==> src/rtl/osub_pkg.sv <==
// Shared definitions for the per-slot output selector.
// Assumes mode codes are 3 bits wide; codes 6 and 7 both mean high impedance.
package osub_pkg;

    typedef enum logic [2:0] {
        M_PASS  = 3'd0,
        M_HOST  = 3'd1,
        M_IDLE  = 3'd2,
        M_PRBS  = 3'd3,
        M_QRSS  = 3'd4,
        M_FIXED = 3'd5,
        M_HIZ   = 3'd6,
        M_RSVD  = 3'd7
    } slot_mode_e;

    localparam int PAT_PRBS = 0;
    localparam int PAT_QRSS = 1;

    localparam logic [2:0] MODE_RESET = 3'd6;

endpackage

==> src/rtl/osub_mode_mem.sv <==
// Double-copy slot mode memory.
// The host writes a pending copy; frame_start loads the whole active copy at once.
// A write landing on the same edge as frame_start reaches the active copy one frame later.
// Assumes NUM_HWY*SLOTS is at least 2. Out-of-range reads return high impedance.
module osub_mode_mem
    import osub_pkg::*;
#(
    parameter int NUM_HWY = 4,
    parameter int SLOTS   = 32,
    localparam int HW     = (NUM_HWY > 1) ? $clog2(NUM_HWY) : 1,
    localparam int SW     = (SLOTS > 1) ? $clog2(SLOTS) : 1,
    localparam int DEPTH  = NUM_HWY * SLOTS,
    localparam int AW     = $clog2(DEPTH)
) (
    input  logic          clk,
    input  logic          rst_n,
    input  logic          wr_en,
    input  logic [HW-1:0] wr_hwy,
    input  logic [SW-1:0] wr_slot,
    input  logic [2:0]    wr_mode,
    input  logic          frame_start,
    input  logic [HW-1:0] rd_hwy,
    input  logic [SW-1:0] rd_slot,
    output logic [2:0]    rd_mode
);

    logic [2:0]    pend [DEPTH];
    logic [2:0]    act  [DEPTH];
    logic [AW-1:0] widx;
    logic [AW-1:0] ridx;
    logic          wr_ok;
    logic          rd_ok;

    // Flat addresses and range checks for the two ports.
    assign widx  = AW'(int'(wr_hwy) * SLOTS + int'(wr_slot));
    assign ridx  = AW'(int'(rd_hwy) * SLOTS + int'(rd_slot));
    assign wr_ok = (int'(wr_hwy) < NUM_HWY) && (int'(wr_slot) < SLOTS);
    assign rd_ok = (int'(rd_hwy) < NUM_HWY) && (int'(rd_slot) < SLOTS);

    // Pending copy: takes host writes at any time.
    always_ff @(posedge clk) begin
        if (!rst_n) begin
            for (int i = 0; i < DEPTH; i++) pend[i] <= MODE_RESET;
        end else if (wr_en && wr_ok) begin
            pend[widx] <= wr_mode;
        end
    end

    // Active copy: reloaded from the pending copy at each frame boundary.
    always_ff @(posedge clk) begin
        if (!rst_n) begin
            for (int i = 0; i < DEPTH; i++) act[i] <= MODE_RESET;
        end else if (frame_start) begin
            for (int i = 0; i < DEPTH; i++) act[i] <= pend[i];
        end
    end

    // Read port used by the selector in the slot's own cycle.
    assign rd_mode = rd_ok ? act[ridx] : MODE_RESET;

    // the active modes hold still between frame boundaries.
    for (genvar g = 0; g < DEPTH; g++) begin : g_hold
        a_r9_active_holds: assert property (@(posedge clk) disable iff (!rst_n)
            !frame_start |=> $stable(act[g]));
    end

endmodule

==> src/rtl/osub_pattern_gen.sv <==
// Test-pattern byte source.
// KIND selects a 15-bit LFSR (x^15+x^14+1) or a 20-bit LFSR (x^20+x^17+1)
// with zero-run suppression. It produces 8 bits per step, first bit in bit 7.
// The state moves only when adv is high, so the sequence is unbroken across slots.
module osub_pattern_gen
    import osub_pkg::*;
#(
    parameter int KIND = PAT_PRBS,
    localparam int LEN  = (KIND == PAT_QRSS) ? 20 : 15,
    localparam int TAPB = (KIND == PAT_QRSS) ? 16 : 13,
    localparam int ZMAX = 14,
    localparam int ZRW  = 5,
    localparam bit SUPPRESS = (KIND == PAT_QRSS)
) (
    input  logic       clk,
    input  logic       rst_n,
    input  logic       adv,
    output logic [7:0] pat_byte
);

    logic [LEN-1:0] state;
    logic [LEN-1:0] st;
    logic [ZRW-1:0] zrun;
    logic [ZRW-1:0] zr;
    logic           nb;
    logic           ob;

    // Unroll eight LFSR steps to form the next byte and the state after it.
    always_comb begin
        st       = state;
        zr       = zrun;
        nb       = 1'b0;
        ob       = 1'b0;
        pat_byte = '0;
        for (int k = 0; k < 8; k++) begin
            nb = st[LEN-1] ^ st[TAPB];
            st = {st[LEN-2:0], nb};
            ob = (SUPPRESS && (zr == ZRW'(ZMAX))) ? 1'b1 : nb;
            zr = ob ? '0 : ((zr == '1) ? zr : zr + 1'b1);
            pat_byte[7-k] = ob;
        end
    end

    // Step the generator only in slots that select it.
    always_ff @(posedge clk) begin
        if (!rst_n) begin
            state <= '1;
            zrun  <= '0;
        end else if (adv) begin
            state <= st;
            zrun  <= zr;
        end
    end

    // no step without a selecting slot.
    a_r8_gen_idle_holds: assert property (@(posedge clk) disable iff (!rst_n)
        !adv |=> ($stable(state) && $stable(zrun)));

    if (SUPPRESS) begin : g_run_cap
        // the zero run seen by the output never passes the limit.
        a_r5_zero_run_cap: assert property (@(posedge clk) disable iff (!rst_n)
            zrun <= ZRW'(ZMAX));
    end

endmodule

==> src/rtl/osub_unit.sv <==
// Per-slot transmit output selector (top).
// For each valid slot it looks up the active mode and picks the switched byte,
// a substitute byte, a pattern byte or high impedance. The result is registered
// once, together with the slot drive enable and a per-highway driver enable.
// Assumes at most one slot per cycle and frame_start pulses between frames.
module osub_unit
    import osub_pkg::*;
#(
    parameter int NUM_HWY = 4,
    parameter int SLOTS   = 32,
    localparam int HW     = (NUM_HWY > 1) ? $clog2(NUM_HWY) : 1,
    localparam int SW     = (SLOTS > 1) ? $clog2(SLOTS) : 1
) (
    input  logic               clk,
    input  logic               rst_n,
    input  logic               in_valid,
    input  logic [HW-1:0]      in_hwy,
    input  logic [SW-1:0]      in_slot,
    input  logic [7:0]         in_data,
    input  logic               frame_start,
    input  logic               cfg_we,
    input  logic [HW-1:0]      cfg_hwy,
    input  logic [SW-1:0]      cfg_slot,
    input  logic [2:0]         cfg_mode,
    input  logic [7:0]         host_byte,
    input  logic [7:0]         idle_byte,
    input  logic [7:0]         fixed_byte,
    output logic               out_valid,
    output logic [7:0]         out_byte,
    output logic               out_oe,
    output logic [HW-1:0]      out_hwy,
    output logic [NUM_HWY-1:0] hwy_oe
);

    logic [2:0]         cur_mode;
    logic [7:0]         prbs_byte;
    logic [7:0]         qrss_byte;
    logic [7:0]         pick;
    logic               drive;
    logic               adv_prbs;
    logic               adv_qrss;
    logic [NUM_HWY-1:0] oe_next;

    osub_mode_mem #(
        .NUM_HWY (NUM_HWY),
        .SLOTS   (SLOTS)
    ) u_mem (
        .clk         (clk),
        .rst_n       (rst_n),
        .wr_en       (cfg_we),
        .wr_hwy      (cfg_hwy),
        .wr_slot     (cfg_slot),
        .wr_mode     (cfg_mode),
        .frame_start (frame_start),
        .rd_hwy      (in_hwy),
        .rd_slot     (in_slot),
        .rd_mode     (cur_mode)
    );

    // Generator steps are tied to valid slots of the matching mode.
    assign adv_prbs = in_valid && (cur_mode == M_PRBS);
    assign adv_qrss = in_valid && (cur_mode == M_QRSS);

    osub_pattern_gen #(.KIND(PAT_PRBS)) u_prbs (
        .clk      (clk),
        .rst_n    (rst_n),
        .adv      (adv_prbs),
        .pat_byte (prbs_byte)
    );

    osub_pattern_gen #(.KIND(PAT_QRSS)) u_qrss (
        .clk      (clk),
        .rst_n    (rst_n),
        .adv      (adv_qrss),
        .pat_byte (qrss_byte)
    );

    // Decode the slot mode into a byte source and a drive decision.
    always_comb begin
        drive = 1'b1;
        pick  = in_data;
        case (slot_mode_e'(cur_mode))
            M_PASS:  pick = in_data;
            M_HOST:  pick = host_byte;
            M_IDLE:  pick = idle_byte;
            M_PRBS:  pick = prbs_byte;
            M_QRSS:  pick = qrss_byte;
            M_FIXED: pick = fixed_byte;
            default: begin
                drive = 1'b0;
                pick  = '0;
            end
        endcase
    end

    // Per-highway enable: only the slot's own highway, only when it drives.
    for (genvar h = 0; h < NUM_HWY; h++) begin : g_hoe
        assign oe_next[h] = in_valid && drive && (in_hwy == HW'(h));
    end

    // Output register stage.
    always_ff @(posedge clk) begin
        if (!rst_n) begin
            out_valid <= 1'b0;
            out_oe    <= 1'b0;
            out_byte  <= '0;
            out_hwy   <= '0;
            hwy_oe    <= '0;
        end else begin
            out_valid <= in_valid;
            out_oe    <= in_valid && drive;
            out_byte  <= (in_valid && drive) ? pick : 8'h00;
            out_hwy   <= in_hwy;
            hwy_oe    <= oe_next;
        end
    end

    // never more than one highway driver enabled.
    a_r7_one_driver: assert property (@(posedge clk) disable iff (!rst_n)
        $onehot0(hwy_oe));

    // a driven slot enables its own highway.
    a_r7_own_highway: assert property (@(posedge clk) disable iff (!rst_n)
        (out_valid && out_oe) |-> hwy_oe[out_hwy]);

    // a silent slot puts nothing on the line.
    a_r6_hiz_quiet: assert property (@(posedge clk) disable iff (!rst_n)
        (out_valid && !out_oe) |-> ((out_byte == 8'h00) && (hwy_oe == '0)));

    // no enable without a valid slot.
    a_r11_idle_quiet: assert property (@(posedge clk) disable iff (!rst_n)
        !out_valid |-> (!out_oe && (hwy_oe == '0)));

endmodule

==> config.mk <==
export PLATFORM = sky130hd
export DESIGN_NAME = osub_unit
export DESIGN_NICKNAME = d
export VERILOG_FILES = /design/src/rtl/osub_pkg.sv /design/src/rtl/osub_mode_mem.sv /design/src/rtl/osub_pattern_gen.sv /design/src/rtl/osub_unit.sv
export SDC_FILE = /design/constraint.sdc
export NUM_CORES = 1
export LEC_CHECK = 0
export BUFFER_PORTS_ARGS = -buffer_cell sky130_fd_sc_hd__buf_2
export CAP_MARGIN = 20
export CORE_MARGIN = 5
export CORE_UTILIZATION = 61
export CTS_BUF_LIST = sky130_fd_sc_hd__clkbuf_2 sky130_fd_sc_hd__clkbuf_4 sky130_fd_sc_hd__clkbuf_8
export CTS_CLUSTER_SIZE = 30
export DETAILED_ROUTE_END_ITERATION = 8
export PLACE_DENSITY_LB_ADDON = 0.08
export SYNTH_ARGS = -nofsm -noshare
export SYNTH_HDL_FRONTEND = slang
export SYNTH_HIERARCHICAL = 1
export SYNTH_SLANG_ARGS = --single-unit
==> constraint.sdc <==
create_clock -name clk -period 12.6 [get_ports clk]
set_input_delay 0 -clock clk [delete_from_list [all_inputs] [get_ports clk]]
set_output_delay 0 -clock clk [all_outputs]
set_load 0.02 [all_outputs]
==> results of run 1 <==
## worst max-delay path by stage
stage	to	depth (start not counted)
floorplan	u_mem/act[0][0]	2
global placement	u_qrss/zrun[0]	42
detailed placement	u_qrss/zrun[1]	41
CTS	out_byte[0]	44
global route	out_byte[0]	44
finish	out_byte[0]	41
## per-stage QoR
step | instances | hold WS (ns) | total power [W]
after global placement | 3225 | 0.281 | 0.00374
after floorplan | 2615 | 0.0758 | 0.00363
after detailed placement | 3226 | 0.292 | 0.00375
final | 3512 | 0.0221 | 0.00596
after global routing | 3512 | 0.0239 | 0.00620
after CTS | 3507 | 0.00879 | 0.00601
## synthesized netlist by cell type, types with 4 or more instances
cell type and count:
sky130_fd_sc_hd__nand2_1 80, sky130_fd_sc_hd__inv_1 27, sky130_fd_sc_hd__and3_1 75, sky130_fd_sc_hd__nor2_1 45
sky130_fd_sc_hd__buf_6 8, sky130_fd_sc_hd__a21o_1 5, sky130_fd_sc_hd__o31ai_1 4, sky130_fd_sc_hd__nand3b_1 4
sky130_fd_sc_hd__xnor2_1 9, sky130_fd_sc_hd__a2bb2oi_1 8, sky130_fd_sc_hd__nand3_1 16, sky130_fd_sc_hd__nand2b_1 128
sky130_fd_sc_hd__buf_2 12, sky130_fd_sc_hd__o211ai_1 6, sky130_fd_sc_hd__or3_1 260, sky130_fd_sc_hd__nor2b_1 5
sky130_fd_sc_hd__o22ai_1 5, sky130_fd_sc_hd__nand4_1 6, sky130_fd_sc_hd__or4_4 4, sky130_fd_sc_hd__o21ai_0 144
sky130_fd_sc_hd__dfxtp_1 56, sky130_fd_sc_hd__a32oi_1 7, sky130_fd_sc_hd__mux2i_1 27, sky130_fd_sc_hd__or2_2 142
sky130_fd_sc_hd__nor4_1 4, sky130_fd_sc_hd__nor3_1 139, sky130_fd_sc_hd__buf_4 10, sky130_fd_sc_hd__ha_1 14
sky130_fd_sc_hd__edfxtp_1 768, sky130_fd_sc_hd__a21oi_1 17, sky130_fd_sc_hd__xor2_1 11, sky130_fd_sc_hd__a221oi_1 5
sky130_fd_sc_hd__mux4_2 127, sky130_fd_sc_hd__a31oi_1 7, sky130_fd_sc_hd__o21ai_1 5, sky130_fd_sc_hd__a21oi_2 4
sky130_fd_sc_hd__and2_1 76, sky130_fd_sc_hd__clkbuf_1 230, sky130_fd_sc_hd__mux2_2 13
## layer usage
metal / routed length (um) / share of wire / GRT usage / vias up
met1: 33900 / 0.43 / 0.343 / 10800
met2: 38600 / 0.49 / 0.385 / 671
met5: 0 / 0 / 0 / -
met3: 4920 / 0.062 / 0.0480 / 125
met4: 1550 / 0.020 / 0.0659 / 0
li1: - / - / - / 9943
## critical path, delay by kind of cell (launching register included)
kind | cells | cell delay, ns
and+or+nand+nor | 15 | 3.31
adders and majority gates | 7 | 2.29
AOI/OAI and AO/OA | 11 | 2.93
buffers and inverters | 5 | 1.15
DFF | 1 | 0.57
muxes | 3 | 0.93
## state kept, by name, summed over array words and instances, names as in the netlist
signal,flops
u_mem/act,384
u_mem/pend,384
u_qrss/state,20
u_prbs/state,15
out_byte,8
u_qrss/zrun,5
hwy_oe,4
out_hwy,2
out_oe,1
out_valid,1
## power groups by stage
stage | Clock [W] | Sequential, W | Combinational (W)
floorplan | 0 | 0.00326 | 0.000374
global placement | 0 | 0.00324 | 0.000499
detailed placement | 0 | 0.00325 | 0.000505
CTS | 0.00230 | 0.00319 | 0.000518
global route | 0.00243 | 0.00320 | 0.000561
finish | 0.00225 | 0.00319 | 0.000520
## kinds of logic after synthesis
group                      count (synthesis)  share of synthesized area
AOI/OAI and AO/OA                        280                     0.0530
xor gates and xnor gates                  23                    0.00604
adders and majority gates                 14                    0.00472
buffers and inverters                    293                     0.0328
DFF                                      824                      0.652
muxes                                    171                     0.0911
and+or+nand+nor                         1010                      0.160
## repair_timing
action | 4_1_cts | 5_1_grt
buffers inserted | 0 | 0
hold endpoints to repair | 327 | 0
hold buffers | 37 | 0
## layout make-up
| type | count | area share |
|---|---|---|
| clock inverters | 59 | 0.00903 |
| clock buffers | 185 | 0.0556 |
| repair buffers | 131 | 0.0246 |
| flip-flops and latches | 824 | 0.595 |
| well taps | 782 | 0.0241 |
| multi-input cells | 1498 | 0.288 |
| inverters | 31 | 0.00299 |
| diodes | 2 | 0.000123 |
==> flow_summary.ini, run 1 <==
[run_status]
status = completed

[synth]
netlist-cell-type-count = 108
yosys_register_bits = 824
synth_edf_count = 768
synthFlopType = sky130_fd_sc_hd__edfxtp_1
synth.yosys.seq_area_share = 0.652
syn_avg_cell_area_sq_um = 14.2
synth_top_area_frac = 0.622
syn_inst = 2615
synthDominantAreaCellType = sky130_fd_sc_hd__edfxtp_1
synth.top_cells.by_area = sky130_fd_sc_hd__edfxtp_1, sky130_fd_sc_hd__mux4_2, sky130_fd_sc_hd__or3_1, sky130_fd_sc_hd__dfxtp_1, sky130_fd_sc_hd__or2_2
synth_nets = 2683
ys_warn_count = 6
async_reset_ff_frac = 0
mappedNetlistArea_sq_um = 37100

[worst_setup_path]
timing.reg2reg.worst_path_depth = 41
cp.arrival_ns = 11.89
reg2reg_setup_slack_ns = 1.37
worstSetupPathType = reg2reg
critical-path-slowest-cell = sky130_fd_sc_hd__dfxtp_1
cp-end-kind = flop
cp_common_cell = sky130_fd_sc_hd__ha_1
cp-start-kind = flop
worstReg2RegStart = u_qrss/zrun[0]
worst-path-max-fanout = 14
cp.required_ns = 13.26
critical_path.startpoint = u_qrss/zrun[0]
critical_r2r_capture = out_byte[0]
cp_slowest_stage_delay_ns = 0.57

[clock_tree]
cts_repair_resize_count = 0
clock_sink_count = 824
cts_buffer_depth = 3
tritoncts = done
clkTransAtPathRegs_ns = 0.06
cts_made_buffers = 135
cts-root-buf = sky130_fd_sc_hd__clkbuf_8
clock_tree.htree_level_count = 4
clock_latency_ns = 0.76

[route]
ant_nets = 0
post_detailed_route_wirelength_per_cell_um = 22.5
num_vias = 21500
drt_iter0_drc = 1871
route.detailed.vias_per_inst = 6.13
number_of_optimization_iterations_in_the_first_detailed_route_pass = 5
drc = 0
totalWireLength_um = 78900

[layout]
design.final.nets = 2689
postLayoutCoreUtil = 0.674
final_area_sq_um = 40600
multi_input_area_sq_um = 11700
area_delta_synth_final_pct = 9.52
most_frequent_standard_cell_in_the_layout_excluding_fill_and_tap_cells = sky130_fd_sc_hd__edfxtp_1
drive_gt1_frac = 0.242
fillCellCount = 4183
layout.area.seq_sq_um = 24200
commonest_cells_after_routing_fill_and_taps_aside = sky130_fd_sc_hd__edfxtp_1, sky130_fd_sc_hd__or3_1, sky130_fd_sc_hd__o21ai_0, sky130_fd_sc_hd__or2_2

[timing]
relSlewSlack = 0.181
grt_setup_unrepaired = false
skew_ns = 0.0549
fin_tns_setup_ns = 0
slew_at_the_pin_closest_to_its_max_slew_limit_ns = 1.23
final_critical_period_ns = 11.23
timing_limited_maximum_frequency_ghz = 0.0891
final_hold_violation_count = 0
final.period_utilization = 0.891
setup-violations-final = 0
finalMaxSlewViolations = 0
finalWorstSetupSlack_ns = 1.37

[power]
pint_w = 0.00457
power_share_of_the_combinational_group = 0.087
sw_share = 0.234
static-leakage-power_nw = 13.4
cellPowerDensity_nw_per_um2 = 147
clock_power_frac = 0.377
p_switching_w = 0.00139
sequentialPowerShare = 0.536
max-vdd-ir-drop_v = 0.000101

[hold_path]
min_from = cfg_we
hold_path.class = in2reg
hold_end = u_mem/pend[96][1]
min_delay_path_depth = 4

[run]
max_cap_violations = 0

[placed_design]
globalplace.congestion = 0.850
port_buffers = 69
place_ws_ns = 2.04
dp_hpwl_um = 44700
placed_area_sq_um = 37500

[floorplan]
floorplan.die.width_um = 257
num_io_pins = 70
core_footprint_sq_um = 60200
initial_core_util = 0.616
floorplan.rows = 90
total_die_area_sq_um = 65800
die-height_um = 257

[grt]
global_route_wire_length_before_repair_um = 124000
grt_antenna_before_repair = 2
grt_max_degree = 209
global_route.overflow_total = 0
global_route.usage.total = 0.240
first_global_vias = 21800
(Power assumes the default switching activity.)
==> run 2: changes to the inputs <==
GPL_TIMING_DRIVEN = 0   (was not set)
==> run 2 against run 1 <==
  * Die area unchanged
  * First-iteration DRC count increased by 100%
  * Combinational power increased by 17%
  * Utilization increased by 1.9 points
  * Final cell count increased by 7.2%
  * Total power increased by 0.61%
  * Setup slack got worse by 0.30 ns
  * Critical path type unchanged
  * Critical endpoint unchanged
  * Largest cell class unchanged
  * Highest routed layer is now met5
==> flow_summary.ini, run 2 (synthesis results as in run 1) <==
[timing]
finalMaxSlewViolations = 0
relSlewSlack = 0.116
slew_at_the_pin_closest_to_its_max_slew_limit_ns = 1.33
finalWorstSetupSlack_ns = 1.07
timing_limited_maximum_frequency_ghz = 0.0867
final_critical_period_ns = 11.53
grt_setup_unrepaired = false
final_hold_violation_count = 0
final.period_utilization = 0.915
skew_ns = 0.0357
setup-violations-final = 0

[route]
drt_iter0_drc = 3831
totalWireLength_um = 110000
num_vias = 24600
post_detailed_route_wirelength_per_cell_um = 29.3
drc = 0
number_of_optimization_iterations_in_the_first_detailed_route_pass = 6
route.detailed.vias_per_inst = 6.54
ant_nets = 0

[hold_path]
hold_path.class = in2reg
min_delay_path_depth = 4
hold_end = u_mem/pend[127][1]
min_from = cfg_we

[floorplan]
initial_core_util = 0.616
total_die_area_sq_um = 65800
floorplan.rows = 90
floorplan.die.width_um = 257
die-height_um = 257
num_io_pins = 70
core_footprint_sq_um = 60200

[layout]
largest_regs = u_mem/act x384, u_mem/pend x384, u_qrss/state x20
drive_gt1_frac = 0.225
design.final.nets = 2949
postLayoutCoreUtil = 0.694
instances_no_fill = 3766
commonest_cells_after_routing_fill_and_taps_aside = sky130_fd_sc_hd__edfxtp_1, sky130_fd_sc_hd__or3_1, sky130_fd_sc_hd__clkbuf_1, sky130_fd_sc_hd__o21ai_0, sky130_fd_sc_hd__or2_2
final_area_sq_um = 41800
area_delta_synth_final_pct = 12.7
layout.area.seq_sq_um = 24200
fillCellCount = 4096
multi_input_area_sq_um = 11700
most_frequent_standard_cell_in_the_layout_excluding_fill_and_tap_cells = sky130_fd_sc_hd__edfxtp_1

[clock_tree]
clock_tree.htree_level_count = 4
cts-root-buf = sky130_fd_sc_hd__clkbuf_8
cts_made_buffers = 134
clock_latency_ns = 0.81
clock_sink_count = 824
clkTransAtPathRegs_ns = 0.06
tritoncts = done
cts_buffer_depth = 3

[grt]
global_route_wire_length_before_repair_um = 159000
grt_max_degree = 74
global_route.usage.total = 0.334
first_global_vias = 24200
grt_antenna_before_repair = 14
global_route.overflow_total = 0

[worst_setup_path]
cp_slowest_stage_delay_ns = 0.55
critical_r2r_capture = out_byte[0]
worstReg2RegStart = u_qrss/zrun[0]
cp_common_cell = sky130_fd_sc_hd__ha_1
cp-start-kind = flop
cp.required_ns = 13.33
worst-path-max-fanout = 10
cp.arrival_ns = 12.27
critical-path-slowest-cell = sky130_fd_sc_hd__dlygate4sd3_1
cp-end-kind = flop
reg2reg_setup_slack_ns = 1.07
timing.reg2reg.worst_path_depth = 50
worstSetupPathType = reg2reg

[power]
sw_share = 0.248
static-leakage-power_nw = 13.8
max-vdd-ir-drop_v = 0.000103
cellPowerDensity_nw_per_um2 = 143
p_switching_w = 0.00149
pint_w = 0.00451
sequentialPowerShare = 0.532
clock_power_frac = 0.366
total_power_w = 0.00600
power_share_of_the_combinational_group = 0.101

[placed_design]
globalplace.congestion = 0.930
place_ws_ns = 1.78
port_buffers = 61
placed_area_sq_um = 38800
post-place-cells = 3479
dp_hpwl_um = 76100

[run]
max_cap_violations = 0

[run_status]
status = completed
==> run 2: layout make-up <==
| class | count | share of cell area |
|---|---|---|
| multi-input combinational | 1498 | 0.280 |
| timing repair buffer | 130 | 0.0285 |
| clock inverter | 57 | 0.00835 |
| sequential | 824 | 0.579 |
| antenna | 10 | 0.000599 |
| inverter | 31 | 0.00284 |
| buffer | 262 | 0.0262 |
| clock buffer | 172 | 0.0514 |
| tap | 782 | 0.0234 |
==> run 2: timing repair <==
item                                   CTS  global route
hold buffers                            42             0
resized for setup                        0             0
setup endpoints to repair                0             0
endpoints found under the hold margin  168             0
setup buffers                            0             0
==> run 2: worst max-delay path by stage <==
| stage | startpoint | endpoint | slack (ns) | cells after the start |
|---|---|---|---|---|
| 4_1_cts | u_qrss/zrun[0] | out_byte[0] | 1.26 | 50 |
| 6_report | u_qrss/zrun[0] | out_byte[0] | 1.07 | 50 |
| 5_1_grt | u_qrss/zrun[0] | out_byte[0] | 0.20 | 50 |
| 2_1_floorplan | frame_start | u_mem/act[0][0] | 2.34 | 2 |
| 3_3_place_gp | rst_n | u_mem/act[114][0] | -2.04 | 5 |
| 3_5_place_dp | u_qrss/zrun[0] | u_qrss/zrun[1] | 1.78 | 47 |
==> run 2: power groups by stage <==
stage / combinational (W) / clock, W / sequential [W]
after global placement: 0.000555 / 0 / 0.00328
after floorplan: 0.000374 / 0 / 0.00326
after detailed placement: 0.000577 / 0 / 0.00325
final: 0.000608 / 0.00220 / 0.00319
after global routing: 0.000638 / 0.00236 / 0.00320
after CTS: 0.000592 / 0.00222 / 0.00319
==> run 2: through the flow <==
step                setup TNS (ns)  hold slack [ns]
floorplan                        0           0.0758
global placement           -769.75            0.272
detailed placement               0            0.267
CTS                              0          0.00266
global route                     0           0.0313
finish                           0           0.0615
==> run 2: critical path: cells and delay by family (launching register included) <==
family                     cells  cell delay, ns
AOI/OAI and AO/OA             13            3.40
buffers and inverters         13            2.68
adders and majority gates      7            1.58
DFF                            1            0.35
and+or+nand+nor               14            2.54
muxes                          3            0.94
==> run 2: routing by layer <==
metal  vias to the layer above  global-route usage  wire (um)
met2                      1718               0.502      49900
met5                         -             0.00877        134
met1                     12100               0.450      39700
met4                        10               0.157       5480
li1                      10500                   -          -
met3                       333               0.107      15200
